--- src/rtl/rtc_wire_pkg.sv ---
package rtc_wire_pkg;
  typedef enum logic [1:0] {
    LNK_IDLE = 2'd0,
    LNK_LEAD = 2'd1,
    LNK_LOW  = 2'd2,
    LNK_HIGH = 2'd3
  } link_st_e;
endpackage

--- src/rtl/rtc_cmd_decode.sv ---
module rtc_cmd_decode #(
  parameter int BYTE_W = 8,
  localparam int FRAME_W = 3 * BYTE_W,
  localparam int CNT_W = $clog2(FRAME_W + 1)
) (
  input  logic [2*BYTE_W-1:0] cmd_i,
  input  logic [BYTE_W-1:0]   wdata_i,
  output logic [FRAME_W-1:0]  frame_o,
  output logic [CNT_W-1:0]    cmd_bits_o,
  output logic [CNT_W-1:0]    tot_bits_o,
  output logic                is_read_o
);
  logic [BYTE_W-1:0] upper, last_cmd;
  logic              two_byte;

  always_comb begin
    upper    = cmd_i[2*BYTE_W-1:BYTE_W];
    last_cmd = {cmd_i[BYTE_W-1:2], 2'b01};
    two_byte = |upper;
    if (two_byte) begin
      frame_o    = {upper, last_cmd, wdata_i};
      is_read_o  = upper[BYTE_W-1];
      cmd_bits_o = CNT_W'(2 * BYTE_W);
    end else begin
      frame_o    = {last_cmd, wdata_i, {BYTE_W{1'b0}}};
      is_read_o  = last_cmd[BYTE_W-1];
      cmd_bits_o = CNT_W'(BYTE_W);
    end
    tot_bits_o = cmd_bits_o + CNT_W'(BYTE_W);
  end
endmodule

--- src/rtl/rtc_half_timer.sv ---
module rtc_half_timer #(
  parameter int DIV_W = 8
) (
  input  logic             clk,
  input  logic             rst_n,
  input  logic             restart_i,
  input  logic             run_i,
  input  logic [DIV_W-1:0] half_i,
  output logic             tick_o
);
  logic [DIV_W-1:0] cnt;

  assign tick_o = run_i && (cnt == half_i - DIV_W'(1));

  always_ff @(posedge clk or negedge rst_n) begin
    if (!rst_n) begin
      cnt <= '0;
    end else if (restart_i || tick_o || !run_i) begin
      cnt <= '0;
    end else begin
      cnt <= cnt + DIV_W'(1);
    end
  end
endmodule

--- src/rtl/rtc_link_fsm.sv ---
module rtc_link_fsm
  import rtc_wire_pkg::*;
#(
  parameter int BYTE_W = 8,
  parameter int DIV_W  = 8,
  localparam int FRAME_W = 3 * BYTE_W,
  localparam int CNT_W = $clog2(FRAME_W + 1)
) (
  input  logic               clk,
  input  logic               rst_n,
  input  logic               req_valid_i,
  input  logic [DIV_W-1:0]   div_i,
  input  logic [FRAME_W-1:0] frame_i,
  input  logic [CNT_W-1:0]   cmd_bits_i,
  input  logic [CNT_W-1:0]   tot_bits_i,
  input  logic               is_read_i,
  input  logic               tick_i,
  input  logic               ser_dat_i,
  output logic               accept_o,
  output logic               running_o,
  output logic [DIV_W-1:0]   half_o,
  output logic               req_ready_o,
  output logic               done_o,
  output logic [BYTE_W-1:0]  rdata_o,
  output logic               ser_clk_o,
  output logic               ser_en_n_o,
  output logic               ser_dat_o,
  output logic               ser_dat_oe_o
);
  link_st_e           st;
  logic [FRAME_W-1:0] frame_q;
  logic [CNT_W-1:0]   bit_idx, cmd_bits_q, tot_bits_q;
  logic               rd_q, in_reply, shifting;

  assign req_ready_o = (st == LNK_IDLE);
  assign accept_o    = req_ready_o && req_valid_i;
  assign running_o   = !req_ready_o;
  assign shifting    = (st == LNK_LOW) || (st == LNK_HIGH);
  assign in_reply    = rd_q && (bit_idx >= cmd_bits_q);

  assign ser_en_n_o   = req_ready_o;
  assign ser_clk_o    = (st != LNK_LOW);
  assign ser_dat_oe_o = !(shifting && in_reply);
  assign ser_dat_o    = ser_dat_oe_o && !req_ready_o && frame_q[FRAME_W-1];

  always_ff @(posedge clk or negedge rst_n) begin
    if (!rst_n) begin
      st         <= LNK_IDLE;
      frame_q    <= '0;
      bit_idx    <= '0;
      cmd_bits_q <= '0;
      tot_bits_q <= '0;
      rd_q       <= 1'b0;
      half_o     <= DIV_W'(1);
      done_o     <= 1'b0;
      rdata_o    <= '0;
    end else begin
      done_o <= 1'b0;
      unique case (st)
        LNK_IDLE: begin
          if (req_valid_i) begin
            st         <= LNK_LEAD;
            frame_q    <= frame_i;
            cmd_bits_q <= cmd_bits_i;
            tot_bits_q <= tot_bits_i;
            rd_q       <= is_read_i;
            bit_idx    <= '0;
            half_o     <= (div_i == '0) ? DIV_W'(1) : div_i;
          end
        end
        LNK_LEAD: if (tick_i) st <= LNK_LOW;
        LNK_LOW:  if (tick_i) st <= LNK_HIGH;
        LNK_HIGH: begin
          if (tick_i) begin
            if (in_reply) rdata_o <= {rdata_o[BYTE_W-2:0], ser_dat_i};
            frame_q <= frame_q << 1;
            if (bit_idx == tot_bits_q - CNT_W'(1)) begin
              st     <= LNK_IDLE;
              done_o <= 1'b1;
            end else begin
              bit_idx <= bit_idx + CNT_W'(1);
              st      <= LNK_LOW;
            end
          end
        end
        default: st <= LNK_IDLE;
      endcase
    end
  end
endmodule

--- src/rtl/rtc_wire_master.sv ---
module rtc_wire_master #(
  parameter int BYTE_W = 8,
  parameter int DIV_W  = 8
) (
  input  logic                clk,
  input  logic                rst_n,
  input  logic [DIV_W-1:0]    div_i,
  input  logic                req_valid_i,
  output logic                req_ready_o,
  input  logic [2*BYTE_W-1:0] req_cmd_i,
  input  logic [BYTE_W-1:0]   req_wdata_i,
  output logic                done_o,
  output logic [BYTE_W-1:0]   rdata_o,
  output logic                ser_clk_o,
  output logic                ser_en_n_o,
  output logic                ser_dat_o,
  output logic                ser_dat_oe_o,
  input  logic                ser_dat_i
);
  localparam int FRAME_W = 3 * BYTE_W;
  localparam int CNT_W   = $clog2(FRAME_W + 1);

  logic [FRAME_W-1:0] frame;
  logic [CNT_W-1:0]   cmd_bits, tot_bits;
  logic               is_read, tick, accept, running;
  logic [DIV_W-1:0]   half;

  rtc_cmd_decode #(.BYTE_W(BYTE_W)) u_dec (
    .cmd_i(req_cmd_i), .wdata_i(req_wdata_i), .frame_o(frame),
    .cmd_bits_o(cmd_bits), .tot_bits_o(tot_bits), .is_read_o(is_read)
  );

  rtc_half_timer #(.DIV_W(DIV_W)) u_tmr (
    .clk(clk), .rst_n(rst_n), .restart_i(accept), .run_i(running),
    .half_i(half), .tick_o(tick)
  );

  rtc_link_fsm #(.BYTE_W(BYTE_W), .DIV_W(DIV_W)) u_fsm (
    .clk(clk), .rst_n(rst_n), .req_valid_i(req_valid_i), .div_i(div_i),
    .frame_i(frame), .cmd_bits_i(cmd_bits), .tot_bits_i(tot_bits),
    .is_read_i(is_read), .tick_i(tick), .ser_dat_i(ser_dat_i),
    .accept_o(accept), .running_o(running), .half_o(half),
    .req_ready_o(req_ready_o), .done_o(done_o), .rdata_o(rdata_o),
    .ser_clk_o(ser_clk_o), .ser_en_n_o(ser_en_n_o),
    .ser_dat_o(ser_dat_o), .ser_dat_oe_o(ser_dat_oe_o)
  );
endmodule

--- config.mk ---
export PLATFORM = sky130hd
export DESIGN_NAME = rtc_wire_master
export DESIGN_NICKNAME = d
export VERILOG_FILES = /design/src/rtl/rtc_wire_pkg.sv /design/src/rtl/rtc_cmd_decode.sv /design/src/rtl/rtc_half_timer.sv /design/src/rtl/rtc_link_fsm.sv /design/src/rtl/rtc_wire_master.sv
export SDC_FILE = /design/constraint.sdc
export NUM_CORES = 1
export LEC_CHECK = 0
export ABC_AREA = 1
export BUFFER_PORTS_ARGS = -buffer_cell sky130_fd_sc_hd__buf_2
export CELL_PAD_IN_SITES_DETAIL_PLACEMENT = 0
export CELL_PAD_IN_SITES_GLOBAL_PLACEMENT = 1
export CORE_ASPECT_RATIO = 1.5
export CORE_MARGIN = 10
export CORE_UTILIZATION = 46
export CTS_BUF_LIST = sky130_fd_sc_hd__clkbuf_8
export DETAILED_ROUTE_END_ITERATION = 8
export PLACE_DENSITY_LB_ADDON = 0.08
export SKIP_CTS_REPAIR_TIMING = 1
export SYNTH_ARGS = -nofsm -noshare
export SYNTH_HDL_FRONTEND = slang
export SYNTH_SLANG_ARGS = --single-unit
--- constraint.sdc ---
create_clock -name clk -period 4 [get_ports clk]
set_input_delay 0.6 -clock clk [delete_from_list [all_inputs] [get_ports clk]]
set_output_delay 0.6 -clock clk [all_outputs]
set_load 0.03 [all_outputs]
Word level (Yosys, flattened, before mapping)
Cells that the tools add are included. W data, S select, Z words.

Flip-flop bits (word level): 67. Input bits: 36. Output and inout bits: 14. Word-level logic and storage cells: 68.

Add/sub/neg operators: 5. $lt $le $gt $ge: 1. Equality and inequality tests: 11. Muxes and demuxes: 21. Reductions and logical operators: 20.

Operators by type and width (number): $mux W24 (3); $pmux W24 S2 (1); $mux W5 (4); $mux W8 (2); $ne A2 B2 Y1 const B (6); $mux W2 (5); $pmux W5 S2 (1); $add A8 B1 Y8 const B (1); $eq A8 B8 Y1 (1); $logic_not A8 Y1 (1); $pmux W2 S4 (1); $reduce_and A4 Y1 (2); $reduce_or A8 Y1 (1); $sub A8 B1 Y8 const B (1); $logic_and A1 B1 Y1 (6); $reduce_and A3 Y1 (2); $add A5 B1 Y5 const B (1); $add A5 B4 Y5 const B (1); $eq A5 B5 Y1 (1); $ge A5 B5 Y1 (1); $sub A5 B1 Y5 const B (1); $eq A2 B2 Y1 const B (2); $mux W1 (4); $logic_or A1 B1 Y1 (3); other kinds (5) (6).

Longest topological paths before layout
Gate-level depths: netlist of the first run.

Depth in word-level cells: 6. Depth in mapped cells: 14. Depth with buffers taken out: 13.

By module
Synthesis of the first run repeated with hierarchy kept, for this count alone.

Cells, all modules: 544. Area, all modules: 4046.4 µm².

By module, submodules not included: rtc_link_fsm (instances 1, cells each 361, area an instance 2937.8 µm², seq. area each 1477.7 µm²); rtc_half_timer (instances 1, cells each 105, area an instance 691.9 µm², seq. area each 200.2 µm²); rtc_cmd_decode (instances 1, cells each 78, area an instance 416.6 µm², seq. area each 0.0 µm²).

Worst setup path after synthesis of the first run
No wires, ideal clock.

Path type: register to output. From: register u_fsm.bit_idx[3]. To: output ser_dat_o. Arrival time: 2.274 ns. Data required time: 3.400 ns. Path slack: 1.126 ns. Stages on the path, launching flop included: 9. Path buffers: 0. Path through: dfrtp_1 -> inv_1 -> ha_1 -> nand3b_1 -> nand2_1 -> a21o_1 -> nand3_1 -> clkinv_1 -> nor3_1.

Word-level cells in the longest chain between the ends: 6.

RTL lines: start: declaration (RTL line rtc_link_fsm.sv:32) `logic [CNT_W-1:0] bit_idx, cmd_bits_q, tot_bits_q;`; start signal: assignment (RTL line rtc_link_fsm.sv:81) `bit_idx <= bit_idx + CNT_W'(1);`; $ge A5 B5 Y1 (RTL line rtc_link_fsm.sv:39) `assign in_reply = rd_q && (bit_idx >= cmd_bits_q);`; $logic_and A1 B1 Y1 (RTL line rtc_link_fsm.sv:39); $logic_and A1 B1 Y1 (RTL line rtc_link_fsm.sv:43) `assign ser_dat_oe_o = !(shifting && in_reply);`; $logic_not A1 Y1 (RTL line rtc_link_fsm.sv:43); named net ser_dat_oe_o (RTL line rtc_wire_master.sv:17) `output logic ser_dat_oe_o,`; $logic_and A1 B1 Y1 (2 in a row) (RTL line rtc_link_fsm.sv:44) `assign ser_dat_o = ser_dat_oe_o && !req_ready_o && frame_q[FRAME_W-1];`; end: declaration (RTL line rtc_wire_master.sv:16) `output logic ser_dat_o,`.

The timed path passes the listed nets, and every way through them passes these cells.

Worst setup path in the final report of the first run
From: register u_fsm.bit_idx[3]. To: output ser_dat_o.

Word-level cells in the longest chain between the ends: 6.

RTL lines (RTL line): $ge A5 B5 Y1 (rtc_link_fsm.sv:39); $logic_and A1 B1 Y1 (rtc_link_fsm.sv:39); $logic_and A1 B1 Y1 (rtc_link_fsm.sv:43); $logic_not A1 Y1 (rtc_link_fsm.sv:43); $logic_and A1 B1 Y1 (2 in a row) (rtc_link_fsm.sv:44).

No other way between the ends.

==> results of run 1 <==
## Yosys cell counts (2+ instances only)
cell type,number
xnor2_1,4
ha_1,6
nor3_1,7
nand2_1,159
nor2_2,3
clkbuf_1,5
nor2_1,44
nand3_1,23
inv_2,2
nand2_2,2
or2_1,2
o21ai_0,32
a21oi_1,8
o22ai_1,2
a31oi_1,7
xor2_1,4
or2_2,2
dfrtp_1,59
buf_4,4
buf_6,2
o21ai_1,5
inv_1,41
## per-layer routing
| metal | vias up | wire length, µm | global-route usage [%] |
|---|---|---|---|
| met3 | 8 | 280 | 3.028 |
| met4 | 0 | 98 | 5.680 |
| met2 | 55 | 4252 | 27.08 |
| met5 | - | 0 | 0 |
| met1 | 1318 | 3242 | 17.92 |
| li1 | 1480 | - | - |
## layout make-up
type	instances	area, µm²	share of cell area, %
timing repair buffer	52	272.8	7.240
tap	78	97.59	2.591
clock buffer	9	123.9	3.288
sequential	60	1503	39.89
inverter	44	165.2	4.384
multi-input combinational	322	1514	40.19
clock inverter	7	91.34	2.424
## power by group
part / internal, mW / total [mW] / switching [mW]
clock: 0.348 / 0.594 / 0.246
combinational: 0.363 / 1.01 / 0.650
sequential: 0.840 / 1.01 / 0.165
## kinds of logic after synthesis
kind of cell	Yosys count	share of synthesized area (%)
simple gates	250	32.18
flops	60	46.12
compound gates	57	9.332
fa+ha+maj	6	2.304
buf+inv	56	7.412
xor+xnor	9	2.650
## metrics by stage
| step | total power [mW] | util (%) | worst slack [ns] | cell area (µm²) |
|---|---|---|---|---|
| 2_1_floorplan | 1.782 | - | 1.126 | 3258 |
| 3_3_place_gp | 2.019 | 51.50 | 1.470 | 3552 |
| 3_5_place_dp | 2.043 | 51.50 | 1.455 | 3552 |
| 4_1_cts | 2.645 | 54.62 | 1.082 | 3767 |
| 5_1_grt | 2.862 | 54.62 | 0.8427 | 3767 |
| 6_report | 2.612 | 54.62 | 1.079 | 3767 |
## registers in the layout (all words and copies together) (netlist names)
signal,cells
u_fsm.rdata_o,8
u_fsm.rd_q,1
u_fsm.half_o,8
u_fsm.frame_q,24
u_fsm.tot_bits_q,2
u_fsm.st,2
u_fsm.cmd_bits_q,1
u_tmr.cnt,8
u_fsm.bit_idx,5
u_fsm.done_o,1
## cell usage in the layout (no fill, tap or decap), types with 4 or more instances in the layout
master / instances
buf_4: 5
dfrtp_1: 59
xnor2_1: 4
o21ai_1: 5
nor2_1: 44
xor2_1: 4
clkbuf_8: 9
a31oi_1: 7
a21oi_1: 8
inv_1: 41
ha_1: 6
nand2_1: 159
nand3_1: 23
nor3_1: 7
buf_2: 47
o21ai_0: 32
## worst min-delay path by stage
stage | depth (start not counted) | start | to
after floorplan | 0 | rst_n | u_fsm.bit_idx[0]
after global placement | 2 | u_fsm.rdata_o[7] | u_fsm.rdata_o[7]
after detailed placement | 2 | u_fsm.rdata_o[7] | u_fsm.rdata_o[7]
after CTS | 1 | rst_n | u_fsm.half_o[2]
after global routing | 1 | rst_n | u_fsm.half_o[2]
final | 1 | rst_n | u_fsm.half_o[2]
==> results.toml, run 1 <==
[status]
status = "finished, final reports clean"

[grt]
grt_pass1_vias = 2847
grt_usage_pct = 15.41
grt_max_degree = 43
antenna_found_initial = 0
overflow = 0
grt_pass1_wl_um = 13420

[worst_setup_path]
path_cells = "inv_1, ha_1, nand3b_1, nand2_1, a21o_1, nand3_1, clkinv_1, nor3_1, buf_2"
max_stage_delay_ns = 0.39
cp-endpoint = "ser_dat_o"
start_kind = "flop"
cp.required_ns = 3.40
cp.depth = 9
path_buf_inv = 3
startpoint = "u_fsm.bit_idx[3]"
r2r_cells = 13
endpoint_kind = "output pin"
cp.arrival_ns = 2.32
r2r_slack_ns = 1.46
path_class = "reg -> out"
critPathMaxFanout = 10
path_delay_family = "buffers and inverters"
slowest_stage = "dfrtp_1"
r2r-end = "u_fsm.bit_idx[2]"
r2r_start = "u_fsm.half_o[0]"

[sta]
rsz0062_at_grt = "false"
max_slew.worst_pin.slew_ns = 0.9853
fin_skew_ns = 0.01012
maxSlewViolCount = 0
hold_viol = 0
period_needed_ns = 2.921
finalSetupViolCount = 0
holdWs_ns = 0.4325
fmax_mhz = 342.3
setup_tns_ns = 0
min_period_over_period_pct = 73.03
max_slew_margin_pct = 34.31

[route]
viasPerCell = 5.002
first_pass_iters = 4
wire_per_inst_um = 13.77
vias = 2861
drcViolationCount = 0
ant_nets = 0
wl_um = 7874
drt_iter0_markers = 94

[hold_path]
hold_class = "in -> async"

[synthesis]
synth_edf_count = 0
synth.area.top_cells = "dfrtp_1 45%, nand2_1 18%, nor2_1 5.1%"
ys_seq_area_share_pct = 46.12
syn_avg_cell_area_um2 = 7.439
yosysTopAreaCell = "dfrtp_1"
syn_area_um2 = 3258
netlist_instances = 438
synth_warnings = 0
async_reset_ff_share_pct = 100.0
synth_top_flop_cell = "dfrtp_1"
synth.distinct_cells = 37
synth-seq-cells = 60
synth_top_cell_area_share_pct = 45.31
synth_nets = 480

[layout]
layout-drive-gt1-share_pct = 16.80
final_cells = 572
diodes = 0
fillerInstances = 714
nNetsFinal = 531
area_growth_pct = 15.63

[cts]
cts_tree = "done"
worstSkewPairLatency_ns = 0.33
cts-buffers-inserted = 9
path_clk_slew_ns = 0.07
clock_path_buffers = 2
cts.sinks = 60
ctsHtreeMaxLevel = 3
root_buffer = "clkbuf_8"

[floorplan]
num_io_pins = 50
die_x_um = 88.72
start_util_pct = 47.23
die_y_um = 123.1
core_area_um2 = 6898
fp-row-count = 37
die_area_um2 = 10920

[place]
gp_congestion = 0.7929
placed_cells = 556
detailed_place_hpwl_um = 5896
port_buffers = 47

[power_and_ir_drop]
ir_worst_vdd_v = 0.0004088
power.leakage_nw = 1.999
power_density_nw_per_um2 = 693.3

[job]
maxCapViolations = 0
Note: power is estimated with default switching activity, not from simulation.
==> run 2: changes to the inputs <==
--- a/config.mk
+++ b/config.mk
@@ -11,7 +11,7 @@
 export CELL_PAD_IN_SITES_GLOBAL_PLACEMENT = 1
 export CORE_ASPECT_RATIO = 1.5
 export CORE_MARGIN = 10
-export CORE_UTILIZATION = 46
+export CORE_UTILIZATION = 39
 export CTS_BUF_LIST = sky130_fd_sc_hd__clkbuf_8
 export DETAILED_ROUTE_END_ITERATION = 8
 export PLACE_DENSITY_LB_ADDON = 0.08
==> constraint.sdc (replaced) <==
create_clock -name clk -period 2.5 [get_ports clk]
set_input_delay 0.375 -clock clk [delete_from_list [all_inputs] [get_ports clk]]
set_output_delay 0.375 -clock clk [all_outputs]
set_load 0.03 [all_outputs]
==> run 2 against run 1 <==
Die area is 14% higher; utilization is 6.8 points lower; combinational power is 64% higher; cell area is 2.4% higher; final cell count is 5.2% higher; first-iteration DRC count is 41% higher; clock skew is 0.00097 ns lower; sequential power is 58% higher; non-clock buffer count is 3 higher; critical path depth stayed put; count of clock-buffer cells in the layout stayed put; routed wire length is 3.2% higher.
==> results.toml, run 2 (same netlist as run 1, synthesis figures left out) <==
[grt]
grt_pass1_vias = 3054
grt_pass1_wl_um = 13710
antenna_found_initial = 0
overflow = 0
grt_max_degree = 61
grt_usage_pct = 13.56

[place]
gp_congestion = 0.7680
placed_cells = 585
port_buffers = 47
detailed_place_hpwl_um = 6059

[worst_setup_path]
cp.arrival_ns = 1.98
path_class = "reg -> out"
cp.required_ns = 2.12
r2r_cells = 11
endpoint_kind = "output pin"
r2r-end = "u_fsm.bit_idx[0]"
r2r_slack_ns = 0.21
start_kind = "flop"
critPathMaxFanout = 3
r2r_start = "u_fsm.half_o[0]"

[power_and_ir_drop]
ir_worst_vdd_v = 0.0005184
power_density_nw_per_um2 = 1095
power.leakage_nw = 2.024

[floorplan]
die_area_um2 = 12490
die_y_um = 131.9
start_util_pct = 40.43
core_area_um2 = 8058
num_io_pins = 50
fp-row-count = 40
die_x_um = 94.63

[route]
vias = 2871
wl_um = 8128
viasPerCell = 4.769
ant_nets = 0
wire_per_inst_um = 13.50
first_pass_iters = 5
drcViolationCount = 0
drt_iter0_markers = 133

[cts]
cts.sinks = 60
cts_tree = "done"
cts-buffers-inserted = 9
ctsHtreeMaxLevel = 3
root_buffer = "clkbuf_8"
path_clk_slew_ns = 0.07
clock_path_buffers = 2
worstSkewPairLatency_ns = 0.35

[layout]
final_cells = 602
fillerInstances = 863
final_common_cell = "nand2_1"
seq_area_um2 = 1503
largest_register = "u_fsm.frame_q"
largest_reg_flops = 24
diodes = 0
final_cell_mix = "159 x nand2_1, 59 x dfrtp_1, 46 x buf_2"
area_growth_pct = 18.36
nNetsFinal = 534
layout-drive-gt1-share_pct = 17.51
multi_input_area_um2 = 1519

[sta]
max_slew.worst_pin.slew_ns = 0.4578
holdWs_ns = 0.01679
max_slew_margin_pct = 69.45
rsz0062_at_grt = "false"
min_period_over_period_pct = 94.36
fin_skew_ns = 0.009150
period_needed_ns = 2.359
fmax_mhz = 423.9
finalSetupViolCount = 0
maxSlewViolCount = 0
hold_viol = 0
setup_tns_ns = 0

[status]
status = "finished, final reports clean"

[hold_path]
hold_class = "in -> async"

[job]
maxCapViolations = 0
run 2: worst max-delay path, stage by stage, from the launching register on:
cell and delay, ns:
dfrtp_1 0.38, inv_1 0.10, ha_1 0.23, nand3b_1 0.08
nand2_1 0.06, a21o_1 0.17, nand3_1 0.13, clkinv_1 0.11
nor3_2 0.15, clkbuf_4 0.22
run 2: worst max-delay path by stage:
stage	start	to	slack (ns)	depth (start not counted)
global placement	u_fsm.half_o[0]	u_fsm.bit_idx[0]	0.21	11
floorplan	u_fsm.bit_idx[3]	ser_dat_o	0.10	8
CTS	u_fsm.bit_idx[3]	ser_dat_o	0.05	9
global route	u_fsm.half_o[0]	u_fsm.bit_idx[2]	0.01	11
detailed placement	u_fsm.half_o[0]	u_fsm.bit_idx[0]	0.19	11
finish	u_fsm.bit_idx[3]	ser_dat_o	0.14	9
run 2: cell type report:
class                   instances  area share [%]
inverters                      44           4.283
repair buffers                 55           8.371
multi-input cells             322           39.39
well taps                     105           3.407
flip-flops and latches         60           38.97
clock buffers                   9           3.212
clock inverters                 7           2.369
run 2: per-stage QoR:
step	worst slack [ns]	utilization (%)	instance area, µm²	power [mW]
global placement	0.2120	45.06	3631	3.269
detailed placement	0.1902	45.06	3631	3.301
CTS	0.04767	47.73	3846	4.286
floorplan	0.1037	-	3263	2.857
global route	0.01009	47.86	3856	4.615
finish	0.1410	47.86	3856	4.224
run 2: power by group:
group,internal (mW),leakage [nW],switching [mW]
sequential,1.34,0.751,0.259
combinational,0.602,1.16,1.06
clock,0.557,0.109,0.405
run 2: routing by layer:
| metal | vias to the layer above | wire length, µm | GRT usage (%) |
|---|---|---|---|
| met5 | - | 0 | 0 |
| met4 | 0 | 152 | 6.010 |
| met3 | 14 | 264 | 2.452 |
| met1 | 1329 | 3210 | 14.21 |
| met2 | 41 | 4501 | 24.92 |
| li1 | 1487 | - | - |
